<file path="src/rtl/spiPortPkg.sv">
package spiPortPkg;
  localparam int unsigned BYTE_W = 8;

  // field positions of the control/status byte
  localparam int unsigned F_DONE = 7;
  localparam int unsigned F_WCOL = 6;
  localparam int unsigned F_FALT = 5;
  localparam int unsigned F_OVRN = 4;
  localparam int unsigned F_BUSY = 3;
  localparam int unsigned F_SEL  = 2;
  localparam int unsigned F_MST  = 1;
  localparam int unsigned F_EN   = 0;

  // strobes from control to datapath
  typedef struct packed {
    logic loadTx;     // copy write data into shifter
    logic sampleBit;  // capture incoming serial bit
    logic shiftBit;   // shift captured bit into shifter
    logic commitRx;   // move completed byte into receive buffer
    logic fromMaster; // choose master-side data input
  } dpStrobeT;
endpackage

</file>
<file path="src/rtl/spiPortDatapath.sv">
module spiPortDatapath
  import spiPortPkg::*;
#(
  parameter int unsigned SYNC_STAGES = 2
) (
  input  logic              clk,
  input  logic              rstN,
  input  dpStrobeT          strobe,
  input  logic [BYTE_W-1:0] txData,
  input  logic              masterMiso,
  input  logic              nssIn,
  input  logic              slaveSck,
  input  logic              slaveMosi,
  output logic              shiftMsb,
  output logic [BYTE_W-1:0] rxBuf,
  output logic              nssSync,
  output logic              slvSckRise,
  output logic              slvSckFall
);
  localparam int unsigned NSYNC = (SYNC_STAGES < 2) ? 2 : SYNC_STAGES;

  logic [NSYNC-1:0] nssPipe, sckPipe, mosiPipe;
  logic sckPrev;
  logic sampled;
  logic [BYTE_W-1:0] shiftReg;
  logic [BYTE_W-1:0] shiftNext;

  // synchronizer chains; select resets to deasserted
  generate
    for (genvar s = 0; s < NSYNC; s++) begin : g_sync
      always_ff @(posedge clk or negedge rstN) begin
        if (!rstN) begin
          nssPipe[s]  <= 1'b1;
          sckPipe[s]  <= 1'b0;
          mosiPipe[s] <= 1'b0;
        end else if (s == 0) begin
          nssPipe[s]  <= nssIn;
          sckPipe[s]  <= slaveSck;
          mosiPipe[s] <= slaveMosi;
        end else begin
          nssPipe[s]  <= nssPipe[s-1];
          sckPipe[s]  <= sckPipe[s-1];
          mosiPipe[s] <= mosiPipe[s-1];
        end
      end
    end
  endgenerate

  assign nssSync    = nssPipe[NSYNC-1];
  assign slvSckRise = sckPipe[NSYNC-1] & ~sckPrev;
  assign slvSckFall = ~sckPipe[NSYNC-1] & sckPrev;
  assign shiftNext  = {shiftReg[BYTE_W-2:0], sampled};
  assign shiftMsb   = shiftReg[BYTE_W-1];

  always_ff @(posedge clk or negedge rstN) begin
    if (!rstN) begin
      sckPrev  <= 1'b0;
      sampled  <= 1'b0;
      shiftReg <= '0;
      rxBuf    <= '0;
    end else begin
      sckPrev <= sckPipe[NSYNC-1];
      if (strobe.sampleBit)
        sampled <= strobe.fromMaster ? masterMiso : mosiPipe[NSYNC-1];
      if (strobe.loadTx)
        shiftReg <= txData;
      else if (strobe.shiftBit)
        shiftReg <= shiftNext;
      if (strobe.commitRx)
        rxBuf <= shiftNext;
    end
  end
endmodule

</file>
<file path="src/rtl/spiPortCtrl.sv">
module spiPortCtrl
  import spiPortPkg::*;
#(
  parameter int unsigned SCK_HALF = 2
) (
  input  logic              clk,
  input  logic              rstN,
  input  logic              regWrEn,
  input  logic              regRdEn,
  input  logic              regAddr,
  input  logic [BYTE_W-1:0] regWrData,
  input  logic              nssSync,
  input  logic              slvSckRise,
  input  logic              slvSckFall,
  output dpStrobeT          strobe,
  output logic [BYTE_W-1:0] ctrlView,
  output logic              sckOut,
  output logic              busy,
  output logic              xferDone,
  output logic              inProgress,
  output logic              rxFull,
  output logic              irq
);
  localparam int unsigned CNT_W  = $clog2(BYTE_W);
  localparam int unsigned DIV_W  = (SCK_HALF > 1) ? $clog2(SCK_HALF) : 1;
  localparam logic [CNT_W-1:0] LAST_BIT = CNT_W'(BYTE_W - 1);
  localparam logic [DIV_W-1:0] DIV_LAST = DIV_W'(SCK_HALF - 1);

  logic spiEn, mstEn, fDone, fWcol, fFalt, fOvrn;
  logic sckReg;
  logic [DIV_W-1:0] divCnt;
  logic [CNT_W-1:0] bitCnt;

  logic ctrlWr, dataWr, dataRd;
  logic faultNow, abortNow, startNow;
  logic halfTick, mRise, mFall, mDone;
  logic slvOn, sRise, sFall, sDone;
  logic rxFullEff;

  assign ctrlWr = regWrEn & ~regAddr;
  assign dataWr = regWrEn & regAddr;
  assign dataRd = regRdEn & regAddr;

  // master sequencing
  assign halfTick = busy && (divCnt == DIV_LAST);
  assign mRise    = halfTick & ~sckReg;
  assign mFall    = halfTick & sckReg;
  assign mDone    = mFall && (bitCnt == LAST_BIT);

  // slave sequencing
  assign slvOn = spiEn & ~mstEn & ~nssSync;
  assign sRise = slvOn & slvSckRise;
  assign sFall = slvOn & slvSckFall;
  assign sDone = sFall && (bitCnt == LAST_BIT);

  assign faultNow   = spiEn & mstEn & ~nssSync;
  assign abortNow   = busy & (faultNow | ~spiEn | ~mstEn);
  assign inProgress = busy | (slvOn && (bitCnt != '0));
  assign startNow   = dataWr & ~inProgress & spiEn & mstEn & nssSync;
  assign xferDone   = (mDone & ~abortNow) | sDone;
  assign rxFullEff  = rxFull & ~dataRd;

  always_comb begin
    strobe.loadTx     = dataWr & ~inProgress;
    strobe.sampleBit  = (mRise & ~abortNow) | sRise;
    strobe.shiftBit   = (mFall & ~abortNow) | sFall;
    strobe.commitRx   = xferDone & ~rxFullEff;
    strobe.fromMaster = mstEn;
  end

  // transfer state
  always_ff @(posedge clk or negedge rstN) begin
    if (!rstN) begin
      busy   <= 1'b0;
      sckReg <= 1'b0;
      divCnt <= '0;
      bitCnt <= '0;
    end else begin
      if (abortNow)      busy <= 1'b0;
      else if (startNow) busy <= 1'b1;
      else if (mDone)    busy <= 1'b0;

      if (!busy || abortNow) sckReg <= 1'b0;
      else if (halfTick)     sckReg <= ~sckReg;

      if (!busy || halfTick) divCnt <= '0;
      else                   divCnt <= divCnt + 1'b1;

      if (abortNow || startNow)
        bitCnt <= '0;
      else if (busy) begin
        if (mFall) bitCnt <= (bitCnt == LAST_BIT) ? '0 : bitCnt + 1'b1;
      end else if (!slvOn)
        bitCnt <= '0;
      else if (sFall)
        bitCnt <= (bitCnt == LAST_BIT) ? '0 : bitCnt + 1'b1;
    end
  end

  // control bits and sticky flags: a hardware set wins over a write
  always_ff @(posedge clk or negedge rstN) begin
    if (!rstN) begin
      spiEn  <= 1'b0;
      mstEn  <= 1'b0;
      fDone  <= 1'b0;
      fWcol  <= 1'b0;
      fFalt  <= 1'b0;
      fOvrn  <= 1'b0;
      rxFull <= 1'b0;
    end else begin
      if (ctrlWr) begin
        spiEn <= regWrData[F_EN];
        mstEn <= regWrData[F_MST];
      end
      if (xferDone)              fDone <= 1'b1;
      else if (ctrlWr)           fDone <= regWrData[F_DONE];
      if (dataWr && inProgress)  fWcol <= 1'b1;
      else if (ctrlWr)           fWcol <= regWrData[F_WCOL];
      if (faultNow)              fFalt <= 1'b1;
      else if (ctrlWr)           fFalt <= regWrData[F_FALT];
      if (xferDone && rxFullEff) fOvrn <= 1'b1;
      else if (ctrlWr)           fOvrn <= regWrData[F_OVRN];

      if (strobe.commitRx) rxFull <= 1'b1;
      else if (dataRd)     rxFull <= 1'b0;
    end
  end

  always_comb begin
    ctrlView         = '0;
    ctrlView[F_DONE] = fDone;
    ctrlView[F_WCOL] = fWcol;
    ctrlView[F_FALT] = fFalt;
    ctrlView[F_OVRN] = fOvrn;
    ctrlView[F_BUSY] = busy;
    ctrlView[F_SEL]  = ~nssSync;
    ctrlView[F_MST]  = mstEn;
    ctrlView[F_EN]   = spiEn;
  end

  assign irq    = fDone | fWcol | fFalt | fOvrn;
  assign sckOut = sckReg;
endmodule

</file>
<file path="src/rtl/spiPort.sv">
module spiPort
  import spiPortPkg::*;
#(
  parameter int unsigned SCK_HALF    = 2,
  parameter int unsigned SYNC_STAGES = 2
) (
  input  logic              clk,
  input  logic              rstN,
  input  logic              regWrEn,
  input  logic              regRdEn,
  input  logic              regAddr,
  input  logic [BYTE_W-1:0] regWrData,
  output logic [BYTE_W-1:0] regRdData,
  output logic              irq,
  output logic              sckOut,
  output logic              mosiOut,
  input  logic              masterMiso,
  input  logic              nssIn,
  input  logic              slaveSck,
  input  logic              slaveMosi,
  output logic              misoOut,
  output logic              misoDrive
);
  dpStrobeT          strobe;
  logic [BYTE_W-1:0] ctrlView, rxBuf;
  logic              busy, xferDone, inProgress, rxFull;
  logic              nssSync, slvSckRise, slvSckFall, shiftMsb;

  spiPortCtrl #(.SCK_HALF(SCK_HALF)) u_ctrl (
    .clk(clk), .rstN(rstN), .regWrEn(regWrEn), .regRdEn(regRdEn),
    .regAddr(regAddr), .regWrData(regWrData), .nssSync(nssSync),
    .slvSckRise(slvSckRise), .slvSckFall(slvSckFall), .strobe(strobe),
    .ctrlView(ctrlView), .sckOut(sckOut), .busy(busy), .xferDone(xferDone),
    .inProgress(inProgress), .rxFull(rxFull), .irq(irq)
  );

  spiPortDatapath #(.SYNC_STAGES(SYNC_STAGES)) u_dp (
    .clk(clk), .rstN(rstN), .strobe(strobe), .txData(regWrData),
    .masterMiso(masterMiso), .nssIn(nssIn), .slaveSck(slaveSck),
    .slaveMosi(slaveMosi), .shiftMsb(shiftMsb), .rxBuf(rxBuf),
    .nssSync(nssSync), .slvSckRise(slvSckRise), .slvSckFall(slvSckFall)
  );

  assign regRdData = !regRdEn ? '0 : (regAddr ? rxBuf : ctrlView);
  assign mosiOut   = busy & shiftMsb;
  assign misoOut   = shiftMsb;
  assign misoDrive = ctrlView[F_EN] & ~ctrlView[F_MST] & ~nssSync;
endmodule

</file>
<file path="config.mk">
export PLATFORM = sky130hd
export DESIGN_NAME = spiPort
export DESIGN_NICKNAME = d
export VERILOG_FILES = /design/src/rtl/spiPortPkg.sv /design/src/rtl/spiPortDatapath.sv /design/src/rtl/spiPortCtrl.sv /design/src/rtl/spiPort.sv
export SDC_FILE = /design/constraint.sdc
export NUM_CORES = 1
export LEC_CHECK = 0
export BUFFER_PORTS_ARGS = -buffer_cell sky130_fd_sc_hd__buf_2
export CAP_MARGIN = 20
export CORE_AREA = 2 2 65 67
export DETAILED_ROUTE_END_ITERATION = 10
export DIE_AREA = 0 0 67 69
export GPL_ROUTABILITY_DRIVEN = 0
export PLACE_DENSITY = 0.7
export SYNTH_ARGS = -nofsm -noshare
export SYNTH_HDL_FRONTEND = slang
export SYNTH_SLANG_ARGS = --single-unit
</file>
<file path="constraint.sdc">
create_clock -name clk -period 2.1 [get_ports clk]
set_input_delay 0.21 -clock clk [delete_from_list [all_inputs] [get_ports clk]]
set_output_delay 0.21 -clock clk [all_outputs]
set_load 0.01 [all_outputs]
</file>
* After elaboration in Yosys (flattened, before gate mapping)
Cells that the tools add are included.
** Operators by class
- Add/subtract/negate cells :: 2
- Equal/unequal tests :: 3
- Multiplexer cells :: 27
- Bitwise gates (word level) :: 44
- Reductions and logical operators :: 20
** Operator list (number)
- 8-bit 2-to-1 mux :: 4
- 1-bit bitwise AND :: 24
- 3-bit 2-to-1 mux :: 6
- 1-bit 2-to-1 mux :: 17
- 2-bit nonzero test :: 7
- 1-bit inverter :: 11
- 1-bit bitwise OR :: 9
- 1-bit logical AND :: 6
- 3-bit nonzero test :: 2
- 4-bit by 3-bit != test with 1-bit output, second input constant :: 1
- 3-bit by 1-bit adder with 3-bit output, second input constant :: 1
- 3-bit equality test, second input constant :: 1
- 1-bit logical OR :: 3
- 3-bit != test, second input constant :: 1
- 2-bit AND reduction :: 1
- 1-bit adder, second input constant :: 1
- 1-bit zero test :: 1
** Storage, ports and cells
- Flip-flop bits (word level) :: 37
- Input bits :: 17
- Output and inout port bits :: 13
- Word-level logic and storage cells :: 117

* Longest topological paths before layout
- Depth in word-level cells :: 13
- Depth in mapped cells :: 7
- Depth with buffers taken out :: 6

* Hierarchy
From an unflattened synthesis, not the netlist that was laid out.
** Unflattened totals
- Cell total of the unflattened synthesis :: 170
- Area total of the unflattened synthesis :: 1895.6 µm²
** Modules (own cells, without submodules)
- spiPortDatapath :: times used 1, cells each 64, area each 938.4 µm²
- spiPortCtrl :: times used 1, cells each 87, area each 802.0 µm²
- spiPort :: times used 1, cells each 19, area each 155.1 µm²

* Worst setup path after synthesis
No wires, ideal clock.
- Path type :: register -> register
- Start point :: register u_ctrl.mstEn
- End point :: register u_dp.rxBuf[0]
- Setup time :: 125 ps
- Arrival time :: 1750 ps
- Data required time :: 1975 ps
- Setup slack :: 225 ps
- Cell stages (with the launch flop) :: 8
- Buffers on the path :: 3
- Path through :: dfrtp_1 > buf_6 > or3b_4 > o22ai_2 > buf_6 > and3_4 > buf_12 > mux2_4
** On the way
- Word-level cells in the longest chain between the ends :: 9
- Elaborated cells between the ends (all ways) :: 14
- Those cells by class :: bitwise (13); reduce/logical (1)
** Ends and longest elaborated chain
- start: declaration :: line spiPortCtrl.sv:29 : logic spiEn, mstEn, fDone, fWcol, fFalt, fOvrn;
- start signal: assignment :: line spiPortCtrl.sv:113 : mstEn <= regWrData[F_MST];
- 1-bit bitwise AND (2 in series) :: line spiPortCtrl.sv:56 : assign faultNow = spiEn & mstEn & ~nssSync;
- 1-bit bitwise OR (2 in series) :: line spiPortCtrl.sv:57 : assign abortNow = busy & (faultNow | ~spiEn | ~mstEn);
- 1-bit bitwise AND :: line spiPortCtrl.sv:57
- 1-bit inverter :: line spiPortCtrl.sv:60 : assign xferDone = (mDone & ~abortNow) | sDone;
- 1-bit bitwise AND :: line spiPortCtrl.sv:60
- 1-bit bitwise OR * :: line spiPortCtrl.sv:60
- 1-bit bitwise AND * :: line spiPortCtrl.sv:67 : strobe.commitRx = xferDone & ~rxFullEff;
- end signal: assignment :: line spiPortDatapath.sv:70 : rxBuf <= shiftNext;
- end: declaration :: line spiPortDatapath.sv:15 : output logic [BYTE_W-1:0] rxBuf,
Mark *: on every way between the ends. The rest lies on a longest branch, timed or not.
A chain may end at the register's enable or synchronous reset.

* Worst setup path after layout
- Start point :: register u_ctrl.mstEn
- End point :: register u_dp.rxBuf[1]
Same word-level chain as after synthesis.

==> run metrics <==
# DRC 0; sw frac 26.22%; commonest non-fill, non-tap cells in the layout dfrtp_1, buf_2, mux2i_1; Port Buffers 29; Synth Cell Area 1782 sq um; drt wl/cell roughly 15 um; Setup Skew 0.01282 ns; combinational power share 11.8%; largest net degree at the start of global routing 38; slew at the pin closest to its max-slew limit between 0.7 and 0.8 ns; drt pass-1 iters 4; Core Area ~3900 sq um; maxcap violations 0; cts bufs inserted 5; Worst EP arrival 1.97 ns; Inst Count DP 227; die area 4623 sq um; growth of design area from synthesis to finish 15.38%; Synth Register Bits 37; NetSw 0.4015 mW; Cells after Synth approximately 150; cell-internal power 1.130 mW; Reg2Reg Launch Point u_ctrl.mstEn$_DFFE_PN0P_; Netlist cell types 29; clock share of power between 30% and 40%; hold buffers post-CTS 0; Stages on worst setup path 4; RR Endpoint u_dp.rxBuf[1]$_DFFE_PN0P_; Top delay family on crit path simple AND/OR/NAND/NOR gates; Nets about 200; Worst Path Buf+Inv 0; RSZ-0062 raised after global routing false; reg-to-reg slack, setup 0.30 ns; first-pass GRT wire length roughly 6000 um; clk slew on worst S/H paths 0.08 ns; Post-CTS Setup Bufs 0; total power roughly 1.5 mW; failing checks hold timing; Die Width about 67 um; Skew-Pair Late Insertion Delay about 0.30 ns; pwr/cell area 744.8 nW/um^2; # IOs 30; CP max-delay cell dfrtp_1; site row count 23; worst setup path category reg2reg; endpoints failing hold 3; min Tclk post-route 1.800 ns; Synthesized Nets ~170; CP Data Required Time ~2.3 ns; Critical Path End Type flip-flop; Initial Utilization 45.52%; Lkg Pwr 0.9710 nW; vias per inst 5.038; Slew Limit Headroom a little under half; # diodes 0; CTS Sinks 37; synth warn 0; status finished, violations left; htree depth 2; routed vias 1,189; CP Launch Type flip-flop; hold_ws -0.001528 ns; Flop pwr share between 50% and 60%; Final ANT Viol Nets 0; initial antenna violation count 0; Total GRT Usage 16.89%; post_cts resized 0; CTS Root Cell clkbuf_8; GR Overflow Total 0; post-route insts no fill approximately 240; final instance area 2056 sq um; pins over their slew limit 0; Tcrit/Tclk final between 80% and 90%; most common cell after layout, fill and taps aside dfrtp_1; Die H 69 um; hpwl dp ~2500 um; Initial DRC Count 45; vias in the first global route 1,221; achievable frequency 0.5556 GHz; CTS max path bufs 2; share of layout cells above drive strength 1 31.18%; crit-path cells or3b_4 -> o22ai_2 -> and3_4 -> mux2_4; CTS tree done; Avg Inst Size Synth 11.72 sq um; Max stage delay on crit path 0.47 ns; Max IR drop VDD approximately 0.35 mV; worst hold-check path type in2async; TNS Setup 0 ns; Post-DP Area 1954 sq um; total routed wirelength 3446 um; Seq/Total Area, Yosys between 50% and 60%; final setup fails 0; R2R cell count 4; CP max FO 9
[routing by layer]
layer / vias up / track usage, % / share of wire (%)
met4: 0 / 6.122 / 1.7
met2: 24 / 26.51 / 49
met3: 8 / 5.220 / 4.7
met5: - / 0 / 0
met1: 573 / 21.71 / 45
li1: 584 / - / -
[how the worst max path moves through the flow]
stage                             start                           end  slack, ns
4_1_cts          u_dp.nssSync$_DFF_PN1_  u_dp.shiftReg[4]$_DFFE_PN0P_       0.12
5_1_grt        u_ctrl.mstEn$_DFFE_PN0P_     u_dp.rxBuf[1]$_DFFE_PN0P_       0.22
6_report       u_ctrl.mstEn$_DFFE_PN0P_     u_dp.rxBuf[1]$_DFFE_PN0P_       0.30
3_5_place_dp     u_dp.nssSync$_DFF_PN1_  u_dp.shiftReg[4]$_DFFE_PN0P_       0.12
2_1_floorplan  u_ctrl.mstEn$_DFFE_PN0P_     u_dp.rxBuf[0]$_DFFE_PN0P_       0.23
3_3_place_gp     u_dp.nssSync$_DFF_PN1_  u_dp.shiftReg[0]$_DFFE_PN0P_       0.26
[state kept, by name, indices dropped and copies added (netlist names), 2 cells and up]
signal,flops
u_dp.rxBuf,8
u_dp.shiftReg,8
u_ctrl.bitCnt,3
u_dp.mosiPipe,2
u_dp.sckPipe,2
[power groups by stage]
stage | Combinational [mW] | Clock (mW) | Sequential, mW
floorplan | 0.125 | 0 | 0.822
global placement | 0.178 | 0 | 0.838
detailed placement | 0.183 | 0 | 0.844
CTS | 0.184 | 0.537 | 0.830
global route | 0.205 | 0.574 | 0.841
finish | 0.181 | 0.519 | 0.831
[cell usage after synthesis]
| library cell | count | area (sq um) |
|---|---|---|
| a211o_1 | 1 | 8.760 |
| nand3b_1 | 1 | 7.510 |
| mux2_4 | 8 | 120.1 |
| or3b_4 | 1 | 11.26 |
| o22ai_2 | 1 | 12.51 |
| mux2_2 | 4 | 45.04 |
| buf_12 | 1 | 20.02 |
| inv_1 | 6 | 22.52 |
| nand4_1 | 1 | 6.260 |
| dfrtp_1 | 35 | 875.8 |
| a21oi_1 | 5 | 25.02 |
| nor2_1 | 5 | 18.77 |
| and2_1 | 2 | 12.51 |
| nand2b_1 | 4 | 25.02 |
| dfstp_2 | 2 | 52.55 |
| and3_4 | 1 | 11.26 |
| nor2b_1 | 9 | 56.30 |
| buf_1 | 1 | 3.750 |
| nand2_1 | 15 | 56.30 |
| or4_1 | 1 | 7.510 |
| o21ai_0 | 13 | 65.06 |
| nor3_1 | 1 | 5.000 |
| ha_1 | 3 | 37.54 |
| nand3_1 | 3 | 15.01 |
| o32ai_1 | 1 | 8.760 |
| and3_2 | 1 | 7.510 |
| mux2i_1 | 21 | 210.2 |
| buf_6 | 2 | 22.52 |
| clkbuf_1 | 3 | 11.26 |
[stage by stage]
stage               setup slack [ns]  hold WS (ns)  util (%)
floorplan                     0.2254      -0.08559         -
global placement              0.2557        0.3146     49.94
detailed placement            0.1240        0.3165     49.94
CTS                           0.1184      0.002724     52.33
global route                  0.2150      0.003731     52.53
finish                        0.3003     -0.001528     52.53
[area by class of cell]
cell class                      instances  area, sq um
Sequential cell                        37        928.4
Fill cell                             376         1858
Timing Repair Buffer                   33        175.2
Multi-Input combinational cell        102        773.2
Tap cell                               50        62.56
Clock inverter                          1        7.507
Clock buffer                            7        86.33
Inverter                                6        22.52
[logic make-up (layout without fill, tap and decap cells)]
kind of cell	count (synthesis)	in the layout	synth area share, %
AOI/OAI and AO/OA	21	21	6.741
buffers and inverters	13	47	4.494
and+or+nand+nor	45	45	13.48
muxes	33	33	21.07
DFF	37	37	52.11
adders and majority gates	3	3	2.107
Note: power is estimated with default switching activity, not from simulation.
